File: src/rtl/tte_pkg.sv
package tte_pkg;
   typedef enum logic [3:0] {
      OP_ADD    = 4'd0,
      OP_SUB    = 4'd1,
      OP_AND    = 4'd2,
      OP_OR     = 4'd3,
      OP_XOR    = 4'd4,
      OP_CMPEQ  = 4'd5,
      OP_CMPLT  = 4'd6,
      OP_SETTAG = 4'd7,
      OP_CLRTAG = 4'd8,
      OP_LOAD   = 4'd9,
      OP_STORE  = 4'd10,
      OP_MOVBR  = 4'd11,
      OP_CHECK  = 4'd12,
      OP_SPILL  = 4'd13,
      OP_FILL   = 4'd14
   } op_e;

   localparam logic [1:0] CAUSE_NONE    = 2'd0;
   localparam logic [1:0] CAUSE_CONSUME = 2'd1;
   localparam logic [1:0] CAUSE_VIOLATE = 2'd2;
endpackage

File: src/rtl/tte_regfile.sv
module tte_regfile #(
   parameter int DW   = 32,
   parameter int NREG = 16,
   localparam int AW  = $clog2(NREG)
) (
   input  logic          clk,
   input  logic          rst_n,
   input  logic [AW-1:0] ra1,
   input  logic [AW-1:0] ra2,
   output logic [DW-1:0] rd1,
   output logic          rt1,
   output logic [DW-1:0] rd2,
   output logic          rt2,
   input  logic          we,
   input  logic [AW-1:0] wa,
   input  logic [DW-1:0] wd,
   input  logic          wt
);
   logic [DW-1:0] data_q [NREG];
   logic          tag_q  [NREG];

   always_ff @(posedge clk) begin
      if (!rst_n) begin
         for (int i = 0; i < NREG; i++) begin
            data_q[i] <= '0;
            tag_q[i]  <= 1'b0;
         end
      end else if (we && (wa != '0)) begin
         data_q[wa] <= wd;
         tag_q[wa]  <= wt;
      end
   end

   // register 0 is hardwired: zero data, clear token
   assign rd1 = (ra1 == '0) ? '0   : data_q[ra1];
   assign rt1 = (ra1 == '0) ? 1'b0 : tag_q[ra1];
   assign rd2 = (ra2 == '0) ? '0   : data_q[ra2];
   assign rt2 = (ra2 == '0) ? 1'b0 : tag_q[ra2];
endmodule

File: src/rtl/tte_spill.sv
module tte_spill #(
   parameter int DW    = 32,
   parameter int NSLOT = 4,
   localparam int SW   = $clog2(NSLOT)
) (
   input  logic          clk,
   input  logic          rst_n,
   input  logic          we,
   input  logic [SW-1:0] slot,
   input  logic [DW-1:0] wd,
   input  logic          wt,
   output logic [DW-1:0] rd,
   output logic          rt
);
   logic [DW-1:0] sd_q [NSLOT];
   logic          st_q [NSLOT];

   always_ff @(posedge clk) begin
      if (!rst_n) begin
         for (int i = 0; i < NSLOT; i++) begin
            sd_q[i] <= '0;
            st_q[i] <= 1'b0;
         end
      end else if (we) begin
         sd_q[slot] <= wd;
         st_q[slot] <= wt;
      end
   end

   assign rd = sd_q[slot];
   assign rt = st_q[slot];
endmodule

File: src/rtl/tte_alu.sv
module tte_alu import tte_pkg::*; #(
   parameter int DW         = 32,
   parameter bit CMP_SIGNED = 1'b0
) (
   input  op_e           op,
   input  logic [DW-1:0] a,
   input  logic          ta,
   input  logic [DW-1:0] b,
   input  logic          tb,
   input  logic          same_src,
   input  logic [DW-1:0] ld_data,
   input  logic          ld_tag,
   input  logic [DW-1:0] fill_d,
   input  logic          fill_t,
   output logic [DW-1:0] res,
   output logic          res_t,
   output logic          cmp
);
   logic lt;

   generate
      if (CMP_SIGNED) begin : g_lt_signed
         assign lt = $signed(a) < $signed(b);
      end else begin : g_lt_unsigned
         assign lt = a < b;
      end
   endgenerate

   always_comb begin
      res   = '0;
      res_t = ta | tb;
      unique case (op)
         OP_ADD: res = a + b;
         OP_SUB: begin
            res   = same_src ? '0 : a - b;
            res_t = same_src ? 1'b0 : (ta | tb);
         end
         OP_AND: res = a & b;
         OP_OR:  res = a | b;
         OP_XOR: begin
            res   = same_src ? '0 : a ^ b;
            res_t = same_src ? 1'b0 : (ta | tb);
         end
         OP_SETTAG: begin
            res   = '0;
            res_t = 1'b1;
         end
         OP_CLRTAG: begin
            res   = a;
            res_t = 1'b0;
         end
         OP_LOAD: begin
            res   = ld_data;
            res_t = ld_tag | ta;
         end
         OP_FILL: begin
            res   = fill_d;
            res_t = fill_t;
         end
         default: begin
            res   = '0;
            res_t = 1'b0;
         end
      endcase
   end

   assign cmp = (op == OP_CMPLT) ? lt : (a == b);
endmodule

File: src/rtl/tte_policy.sv
module tte_policy import tte_pkg::*; (
   input  logic       valid,
   input  op_e        op,
   input  logic       relax,
   input  logic       ta,
   input  logic       tb,
   input  logic       cmp,
   output logic       wr_reg,
   output logic       pred_we,
   output logic       pt_val,
   output logic       pf_val,
   output logic       mem_issue,
   output logic       br_issue,
   output logic       chk_hit,
   output logic       spill_we,
   output logic       fault,
   output logic [1:0] cause
);
   always_comb begin
      wr_reg    = 1'b0;
      pred_we   = 1'b0;
      pt_val    = 1'b0;
      pf_val    = 1'b0;
      mem_issue = 1'b0;
      br_issue  = 1'b0;
      chk_hit   = 1'b0;
      spill_we  = 1'b0;
      fault     = 1'b0;
      cause     = CAUSE_NONE;
      if (valid) begin
         unique case (op)
            OP_ADD, OP_SUB, OP_AND, OP_OR, OP_XOR,
            OP_SETTAG, OP_CLRTAG, OP_FILL: wr_reg = 1'b1;
            OP_CMPEQ, OP_CMPLT: begin
               pred_we = 1'b1;
               if ((ta | tb) && !relax) begin
                  pt_val = 1'b0;
                  pf_val = 1'b0;
               end else begin
                  pt_val = cmp;
                  pf_val = !cmp;
               end
            end
            OP_LOAD, OP_STORE: begin
               if (ta && !relax) begin
                  fault = 1'b1;
                  cause = CAUSE_CONSUME;
               end else if (op == OP_LOAD) begin
                  wr_reg    = 1'b1;
                  mem_issue = 1'b1;
               end else begin
                  mem_issue = 1'b1;
               end
            end
            OP_MOVBR: begin
               if (ta) begin
                  fault = 1'b1;
                  cause = CAUSE_VIOLATE;
               end else begin
                  br_issue = 1'b1;
               end
            end
            OP_CHECK: chk_hit  = ta;
            OP_SPILL: spill_we = 1'b1;
            default: ;
         endcase
      end
   end
endmodule

File: src/rtl/tte_slice.sv
module tte_slice import tte_pkg::*; #(
   parameter int DW         = 32,
   parameter int NREG       = 16,
   parameter int NPRED      = 8,
   parameter int NSLOT      = 4,
   parameter bit CMP_SIGNED = 1'b0,
   localparam int AW        = $clog2(NREG),
   localparam int PW        = $clog2(NPRED),
   localparam int SW        = $clog2(NSLOT)
) (
   input  logic             clk,
   input  logic             rst_n,
   input  logic             op_valid,
   input  logic [3:0]       op_code,
   input  logic             op_relax,
   input  logic [AW-1:0]    op_rd,
   input  logic [AW-1:0]    op_rs1,
   input  logic [AW-1:0]    op_rs2,
   input  logic [PW-1:0]    op_pd_t,
   input  logic [PW-1:0]    op_pd_f,
   input  logic [SW-1:0]    op_slot,
   input  logic [DW-1:0]    ld_data,
   input  logic             ld_tag,
   output logic             wb_valid,
   output logic [AW-1:0]    wb_idx,
   output logic [DW-1:0]    wb_data,
   output logic             wb_tag,
   output logic [NPRED-1:0] pred_vec,
   output logic             mem_valid,
   output logic             mem_store,
   output logic [DW-1:0]    mem_addr,
   output logic [DW-1:0]    st_data,
   output logic             st_tag,
   output logic             br_wr,
   output logic [DW-1:0]    br_data,
   output logic             redirect,
   output logic             fault_valid,
   output logic [1:0]       fault_cause
);
   generate
      if (DW < 8) begin : g_bad_dw
         $error("tte_slice: DW must be at least 8");
      end
      if (NREG < 2 || (1 << AW) != NREG) begin : g_bad_nreg
         $error("tte_slice: NREG must be a power of two, at least 2");
      end
      if (NPRED < 2 || (1 << PW) != NPRED) begin : g_bad_npred
         $error("tte_slice: NPRED must be a power of two, at least 2");
      end
      if (NSLOT < 2 || (1 << SW) != NSLOT) begin : g_bad_nslot
         $error("tte_slice: NSLOT must be a power of two, at least 2");
      end
   endgenerate

   op_e           op;
   logic [DW-1:0] a, b, res, fill_d;
   logic          ta, tb, res_t, fill_t, cmp;
   logic          wr_reg, pred_we, pt_val, pf_val, mem_issue, br_issue;
   logic          chk_hit, spill_we, fault;
   logic [1:0]    cause;
   logic [NPRED-1:0] pred_q;

   assign op = op_e'(op_code);

   tte_regfile #(.DW(DW), .NREG(NREG)) u_rf (
      .clk(clk), .rst_n(rst_n),
      .ra1(op_rs1), .ra2(op_rs2),
      .rd1(a), .rt1(ta), .rd2(b), .rt2(tb),
      .we(wr_reg), .wa(op_rd), .wd(res), .wt(res_t)
   );

   tte_spill #(.DW(DW), .NSLOT(NSLOT)) u_spill (
      .clk(clk), .rst_n(rst_n),
      .we(spill_we), .slot(op_slot), .wd(a), .wt(ta),
      .rd(fill_d), .rt(fill_t)
   );

   tte_alu #(.DW(DW), .CMP_SIGNED(CMP_SIGNED)) u_alu (
      .op(op), .a(a), .ta(ta), .b(b), .tb(tb),
      .same_src(op_rs1 == op_rs2),
      .ld_data(ld_data), .ld_tag(ld_tag),
      .fill_d(fill_d), .fill_t(fill_t),
      .res(res), .res_t(res_t), .cmp(cmp)
   );

   tte_policy u_pol (
      .valid(op_valid), .op(op), .relax(op_relax),
      .ta(ta), .tb(tb), .cmp(cmp),
      .wr_reg(wr_reg), .pred_we(pred_we), .pt_val(pt_val), .pf_val(pf_val),
      .mem_issue(mem_issue), .br_issue(br_issue), .chk_hit(chk_hit),
      .spill_we(spill_we), .fault(fault), .cause(cause)
   );

   always_ff @(posedge clk) begin
      if (!rst_n) begin
         pred_q      <= '0;
         wb_valid    <= 1'b0;
         wb_idx      <= '0;
         wb_data     <= '0;
         wb_tag      <= 1'b0;
         mem_valid   <= 1'b0;
         mem_store   <= 1'b0;
         mem_addr    <= '0;
         st_data     <= '0;
         st_tag      <= 1'b0;
         br_wr       <= 1'b0;
         br_data     <= '0;
         redirect    <= 1'b0;
         fault_valid <= 1'b0;
         fault_cause <= CAUSE_NONE;
      end else begin
         if (pred_we) begin
            pred_q[op_pd_f] <= pf_val;
            pred_q[op_pd_t] <= pt_val;
         end
         wb_valid <= wr_reg && (op_rd != '0);
         if (wr_reg) begin
            wb_idx  <= op_rd;
            wb_data <= res;
            wb_tag  <= res_t;
         end
         mem_valid <= mem_issue;
         if (mem_issue) begin
            mem_store <= (op == OP_STORE);
            mem_addr  <= a;
            st_data   <= b;
            st_tag    <= tb;
         end
         br_wr <= br_issue;
         if (br_issue) br_data <= a;
         redirect    <= chk_hit;
         fault_valid <= fault;
         fault_cause <= cause;
      end
   end

   assign pred_vec = pred_q;
endmodule

File: config.mk
export PLATFORM = sky130hd
export DESIGN_NAME = tte_slice
export DESIGN_NICKNAME = d
export VERILOG_FILES = /design/src/rtl/tte_pkg.sv /design/src/rtl/tte_regfile.sv /design/src/rtl/tte_spill.sv /design/src/rtl/tte_alu.sv /design/src/rtl/tte_policy.sv /design/src/rtl/tte_slice.sv
export SDC_FILE = /design/constraint.sdc
export NUM_CORES = 2
export LEC_CHECK = 0
export BUFFER_PORTS_ARGS = -buffer_cell sky130_fd_sc_hd__buf_4
export CAP_MARGIN = 20
export CORE_MARGIN = 10
export CORE_UTILIZATION = 28
export DETAILED_ROUTE_END_ITERATION = 12
export MAX_ROUTING_LAYER = met4
export PLACE_DENSITY = 0.45
export SLEW_MARGIN = 20
export SYNTH_ARGS = -nofsm -noshare
export SYNTH_HDL_FRONTEND = slang
export SYNTH_SLANG_ARGS = --single-unit
File: constraint.sdc
create_clock -name clk -period 8.1 [get_ports clk]
set_input_delay 0.405 -clock clk [delete_from_list [all_inputs] [get_ports clk]]
set_output_delay 0.405 -clock clk [all_outputs]
set_load 0.05 [all_outputs]
* After elaboration in Yosys (flattened, before gate mapping) *
Memory sizes are Yosys's and may differ from the RTL's.
Index checks and enable logic that the tools add are counted.

operators by class
  $add $sub $neg = 2
  $mul = 0
  divide/modulo/power cells = 0
  $lt $le $gt $ge = 5
  equality and inequality tests = 16
  shifts and indexed selects = 0
  multiplexer cells = 61
  bitwise logic cells = 5
  reductions and logical operators = 22

operator list
  operator            count
  $pmux 32 s8         1
  $mux 32             6
  $reduce_or 32->1    2
  $mux 1              41
  $add 32x32->32      1
  $and 32x32->32      1
  $eq 32x32->1        1
  $lt 32x32->1        1
  $or 32x32->32       1
  $sub 32x32->32      1
  $xor 32x32->32      1
  $eq 4x4->1 const B  7
  $bwmux 8            2
  $eq 4x3->1 const B  4
  $logic_not 4->1     3
  $eq 4x2->1 const B  2
  $lt 3x4->1 const B  2
  $mux 4              2
  $reduce_or 8->1     1
  $demux 1 s3         2
  $ge 3x1->1 const B  2
  $mux 2              3
  $reduce_or 2->1     3
  $logic_and 1x1->1   5
  other kinds (12)    16

word-level totals
  register bits after elaboration = 150
  bits in latches = 0
  bits in writable memories = 660
  bits in read-only memories = 0
  input port bits = 61
  output and inout port bits = 150
  word-level logic and storage cells = 130
  memories = 4

memory list
  memory        depth  bits a word  rd ports  clocked after Yosys merged registers in  write ports  RTL line           RTL
  u_rf.data_q   16     32           2         0                                        16           tte_regfile.sv:19  logic [DW-1:0] data_q [NREG];
  u_spill.sd_q  4      32           1         0                                        4            tte_spill.sv:15    logic [DW-1:0] sd_q [NSLOT];
  u_rf.tag_q    16     1            2         0                                        16           tte_regfile.sv:20  logic tag_q [NREG];
  u_spill.st_q  4      1            1         0                                        4            tte_spill.sv:16    logic st_q [NSLOT];

* Logic depth before layout (Yosys ltp) *
  depth in word-level cells = 12
  depth in mapped cells = 25
  mapped depth without buffers = 17

* Modules after synthesis *
Synthesis repeated with hierarchy kept, for this count alone.

second synthesis, totals
  cells, all modules = 3,690
  area, all modules = 44,128.6 µm²

modules (own cells, without submodules)
  module       instances  cells an instance  area an instance (µm²)  sequential area each (µm²)
  tte_regfile  1          1,863              26,628.0                14,744.1
  tte_alu      1          900                5,908.2                 0.0
  tte_slice    1          528                5,735.5                 3,002.9
  tte_spill    1          370                5,626.6                 3,933.8
  tte_policy   1          29                 230.2                   0.0

* Least setup slack after synthesis *
Ideal clock, no wire load.

  path type = input -> register
  start = in op_rs2[0]
  end = mem u_rf.data_q[15][31], data pin
  library setup time = 0.262 ns
  data arrival time = 6.165 ns
  required time = 7.838 ns
  slack = 1.673 ns
  stages = 21
  path buffers = 6
  path through = buf_2 buf_2 clkbuf_1 buf_1 buf_2 mux4_2 mux4_2 nor2b_1 inv_1 ha_1 nor4_1 nand2_1 o211a_1 a21oi_1 nor4_1 o311ai_0 and4_1 o211ai_1 a32oi_1 buf_2 nor2_1

RTL lines
  element             RTL line           RTL
  start: declaration  tte_slice.sv:18    input logic [AW-1:0] op_rs2,
  end: declaration    tte_regfile.sv:19

==> summary.json <==
{
  "yosys": {
    "synth_top_cells_by_count": "sky130_fd_sc_hd__nor2_1, sky130_fd_sc_hd__edfxtp_1, sky130_fd_sc_hd__mux4_2, sky130_fd_sc_hd__a21oi_1, sky130_fd_sc_hd__nand2_1",
    "synth.lib_cells_used.distinct": 88,
    "yosys_most_used_dff": "sky130_fd_sc_hd__edfxtp_1",
    "synthesis.yosys.warnings": 0,
    "mappedNetlistArea_mm2": 0.0433,
    "synthesized_netlist_cell_count": 3630,
    "post-synth-top-area-fraction_pct": 44.4,
    "synth.area.top_cells": "sky130_fd_sc_hd__edfxtp_1, sky130_fd_sc_hd__mux4_2, sky130_fd_sc_hd__dfxtp_1",
    "synth_most_common_cell": "sky130_fd_sc_hd__nor2_1",
    "synth_enable_flop_cells": 640,
    "async_flop_share_pct": 0,
    "synthDominantAreaCellType": "sky130_fd_sc_hd__edfxtp_1",
    "ys_ff_latch": 809,
    "seq_area_frac_synth_pct": 52.2,
    "post_synth.cell_area_avg_um2": 11.9
  },
  "timing": {
    "fin_setup_tns_ns": 0,
    "final.period_utilization_pct": 77.6,
    "max-slew-margin-rel_pct": 30.0,
    "fmaxAchievable_mhz": 159,
    "finalHoldViolations": 0,
    "post-route-worst-setup-slack_ns": 1.81,
    "final-max-slew-violation-count": 0,
    "period_minus_slack_ns": 6.29,
    "rsz0062_at_grt": "no",
    "tightestPinTransition_ns": 1.05,
    "setup_violations": 0,
    "clock_skew_ns": 0.0436
  },
  "global_routing": {
    "gr-total-overflow": 0,
    "grt_pass1_wl_um": 242000,
    "groute.layer.met1.usage_pct": 26.6,
    "grt_use_met2_pct": 31.8,
    "grt.busiest_layer": "met2",
    "grt_use_met3_pct": 2.98,
    "grt_start_max_net_pins": 87,
    "gr-usage-all-layers_pct": 20.0,
    "grt_pass1_vias": 31851,
    "number_of_antenna_violations_at_the_first_check_in_global_routing": 3
  },
  "job": {
    "max_capacitance_violation_count": 0
  },
  "floorplan": {
    "initial_core_util_pct": 28.1,
    "fp-row-count": 144,
    "floorplan.die.width_um": 413,
    "design.die.area_mm2": 0.171,
    "die_h_um": 413,
    "core-area_mm2": 0.154,
    "io_pins": 211
  },
  "status": {
    "run_status": "complete, no violations"
  },
  "min_path": {
    "holdCritPathClass": "in2reg"
  },
  "critical_path": {
    "timing_worst_setup_path_type": "in2reg",
    "start_kind": "input port",
    "crit_required_ns": 8.52,
    "timing.critical_path.fanout_max": 21,
    "critical_path.endpoint_type": "flop",
    "crit_arrival_ns": 6.71
  },
  "drt": {
    "antenna_violating_nets_post_route": 0,
    "route.vias.total": 32068,
    "drc": 0,
    "routed_wire_length_per_instance_um": 28.9,
    "drt-initial-drc-count": 3373,
    "avgViaCountPerCell": 5.43,
    "route.final.wire_length_um": 171000,
    "first_drt_pass_iteration_count": 6
  },
  "final_layout": {
    "design_area_mm2": 0.0506,
    "finalCoreUtilization_pct": 32.9,
    "post_layout_nets": 3942,
    "area_of_the_multi_input_gates_mm2": 0.0193,
    "fin_cells": 5908,
    "synthToLayoutAreaGrowth_pct": 16.9,
    "area_taken_by_flip_flops_and_latches_mm2": 0.0226,
    "layout-drive-gt1-share_pct": 23.6,
    "fillers": 15418
  },
  "clocking": {
    "postCtsHoldBufs": 0,
    "cts_sinks": 809,
    "clock_tree.htree_level_count": 3,
    "insertion_delay_of_the_later_clocked_pin_in_the_worst_skew_pair_ns": 0.73,
    "ctsResizeCount": 0,
    "root_buffer": "sky130_fd_sc_hd__clkbuf_16",
    "cts_setup_buffers": 0,
    "ctsLongestPathBuffers": 3,
    "tritoncts": "done",
    "cts_buffers": 90,
    "clk_transition_reported_paths_ns": 0.06
  },
  "placed_design": {
    "area_after_dpl_mm2": 0.0475,
    "placed_cells": 5735,
    "hpwlAfterDp_um": 110000,
    "io_buffers": 210,
    "replace_congestion": 0.899,
    "placement.setup.worst_slack_ns": 1.13
  },
  "power": {
    "ir_worst_vdd_uv": 149,
    "static-leakage-power_nw": 18.1,
    "pwr_density_mw_per_mm2": 223
  }
}
==> metrics by stage <==
step	hold WS [ns]	power, mW
3_3_place_gp	0.444	7.11
2_1_floorplan	0.448	6.23
4_1_cts	0.0196	11.3
3_5_place_dp	0.449	7.11
5_1_grt	0.0466	11.7
6_report	0.0612	11.3
==> cell type report <==
type	instances	area share (%)
sequential	809	44.7
multi-input combinational	2443	38.2
timing repair buffer	334	5.25
clock buffer	121	5.09
tap	2044	5.06
clock inverter	49	0.935
inverter	105	0.789
antenna	3	0.0148
==> worst max-delay path, cell delays in order <==
cell                        delay, ns
sky130_fd_sc_hd__buf_4           0.23
sky130_fd_sc_hd__inv_2           0.68
sky130_fd_sc_hd__buf_4           0.61
sky130_fd_sc_hd__mux4_2          0.66
sky130_fd_sc_hd__nand2_1         0.36
sky130_fd_sc_hd__ha_1            0.30
sky130_fd_sc_hd__inv_1           0.20
sky130_fd_sc_hd__nor4_1          0.59
sky130_fd_sc_hd__nor4b_1         0.50
sky130_fd_sc_hd__and2_1          0.23
sky130_fd_sc_hd__o311ai_1        0.28
sky130_fd_sc_hd__a2111oi_0       0.66
sky130_fd_sc_hd__a211o_1         0.17
sky130_fd_sc_hd__o211ai_1        0.08
sky130_fd_sc_hd__a32oi_1         0.32
sky130_fd_sc_hd__buf_4           0.31
sky130_fd_sc_hd__nor2_1          0.06
==> placed cells by master, fill, tap and decap left out, drive strengths merged, types with 12 or more instances in the layout <==
| master | synthesis | layout |
|---|---|---|
| conb | 1 | 31 |
| a22oi | 31 | 31 |
| buf | 117 | 333 |
| o211ai | 20 | 20 |
| a21o | 16 | 16 |
| mux2i | 38 | 38 |
| nand3 | 64 | 64 |
| dfxtp | 169 | 169 |
| nor2 | 860 | 860 |
| clkinv | 0 | 38 |
| mux4 | 334 | 334 |
| a211oi | 42 | 42 |
| nand2 | 192 | 192 |
| edfxtp | 640 | 640 |
| inv | 105 | 107 |
| a221oi | 31 | 31 |
| clkbuf | 186 | 122 |
| nor4 | 18 | 18 |
| nor3 | 31 | 31 |
| or3 | 12 | 12 |
| nor2b | 45 | 45 |
| ha | 96 | 96 |
| o21bai | 17 | 17 |
| o21ai | 113 | 113 |
| a21oi | 228 | 228 |
==> cells by family after synthesis <==
kind of cell	synth area share, %
compound gates	9.67
xor+xnor	0.223
fa+ha+maj	2.87
buf+inv	4.01
flops	52.2
mux	18.5
other cells	0.00867
simple gates	12.5
==> per-layer routing <==
layer  routed length, µm  part of all wire (%)
met1               72900                    43
met4                4300                   2.5
met5                   0                     0
met3               12300                   7.2
met2               81000                    48
==> worst paths after layout <==
kind / start / to / slack (ns) / cells past startpoint
max: op_rs1[3] / u_rf.data_q[8][31]$_SDFFCE_PN0P_ / 1.81 / 17
min: op_relax / fault_cause[0]$_SDFF_PN0_ / 0.06 / 2
max reg2reg: u_rf.data_q[8][0]$_SDFFCE_PN0P_ / u_rf.data_q[13][28]$_SDFFCE_PN0P_ / 2.05 / 15
min reg2reg: st_data[17]$_SDFFE_PN0P_ / st_data[17]$_SDFFE_PN0P_ / 0.45 / 2
==> state kept, by name (all words and copies together), names as in the netlist, 2 cells and up <==
signal / cells
u_rf.data_q: 511
u_spill.sd_q: 128
br_data: 32
mem_addr: 32
st_data: 32
wb_data: 32
u_rf.tag_q: 16
pred_vec: 8
u_spill.st_q: 4
wb_idx: 4
fault_cause: 2
==> power breakdown <==
| part | internal [mW] | switching, mW | total, mW |
|---|---|---|---|
| clock network | 2.38 | 1.84 | 4.23 |
| registers | 4.63 | 0.0783 | 4.71 |
| logic | 0.742 | 1.58 | 2.33 |
| total | 7.76 | 3.50 | 11.3 |
Power figures use the tool's default switching activity.
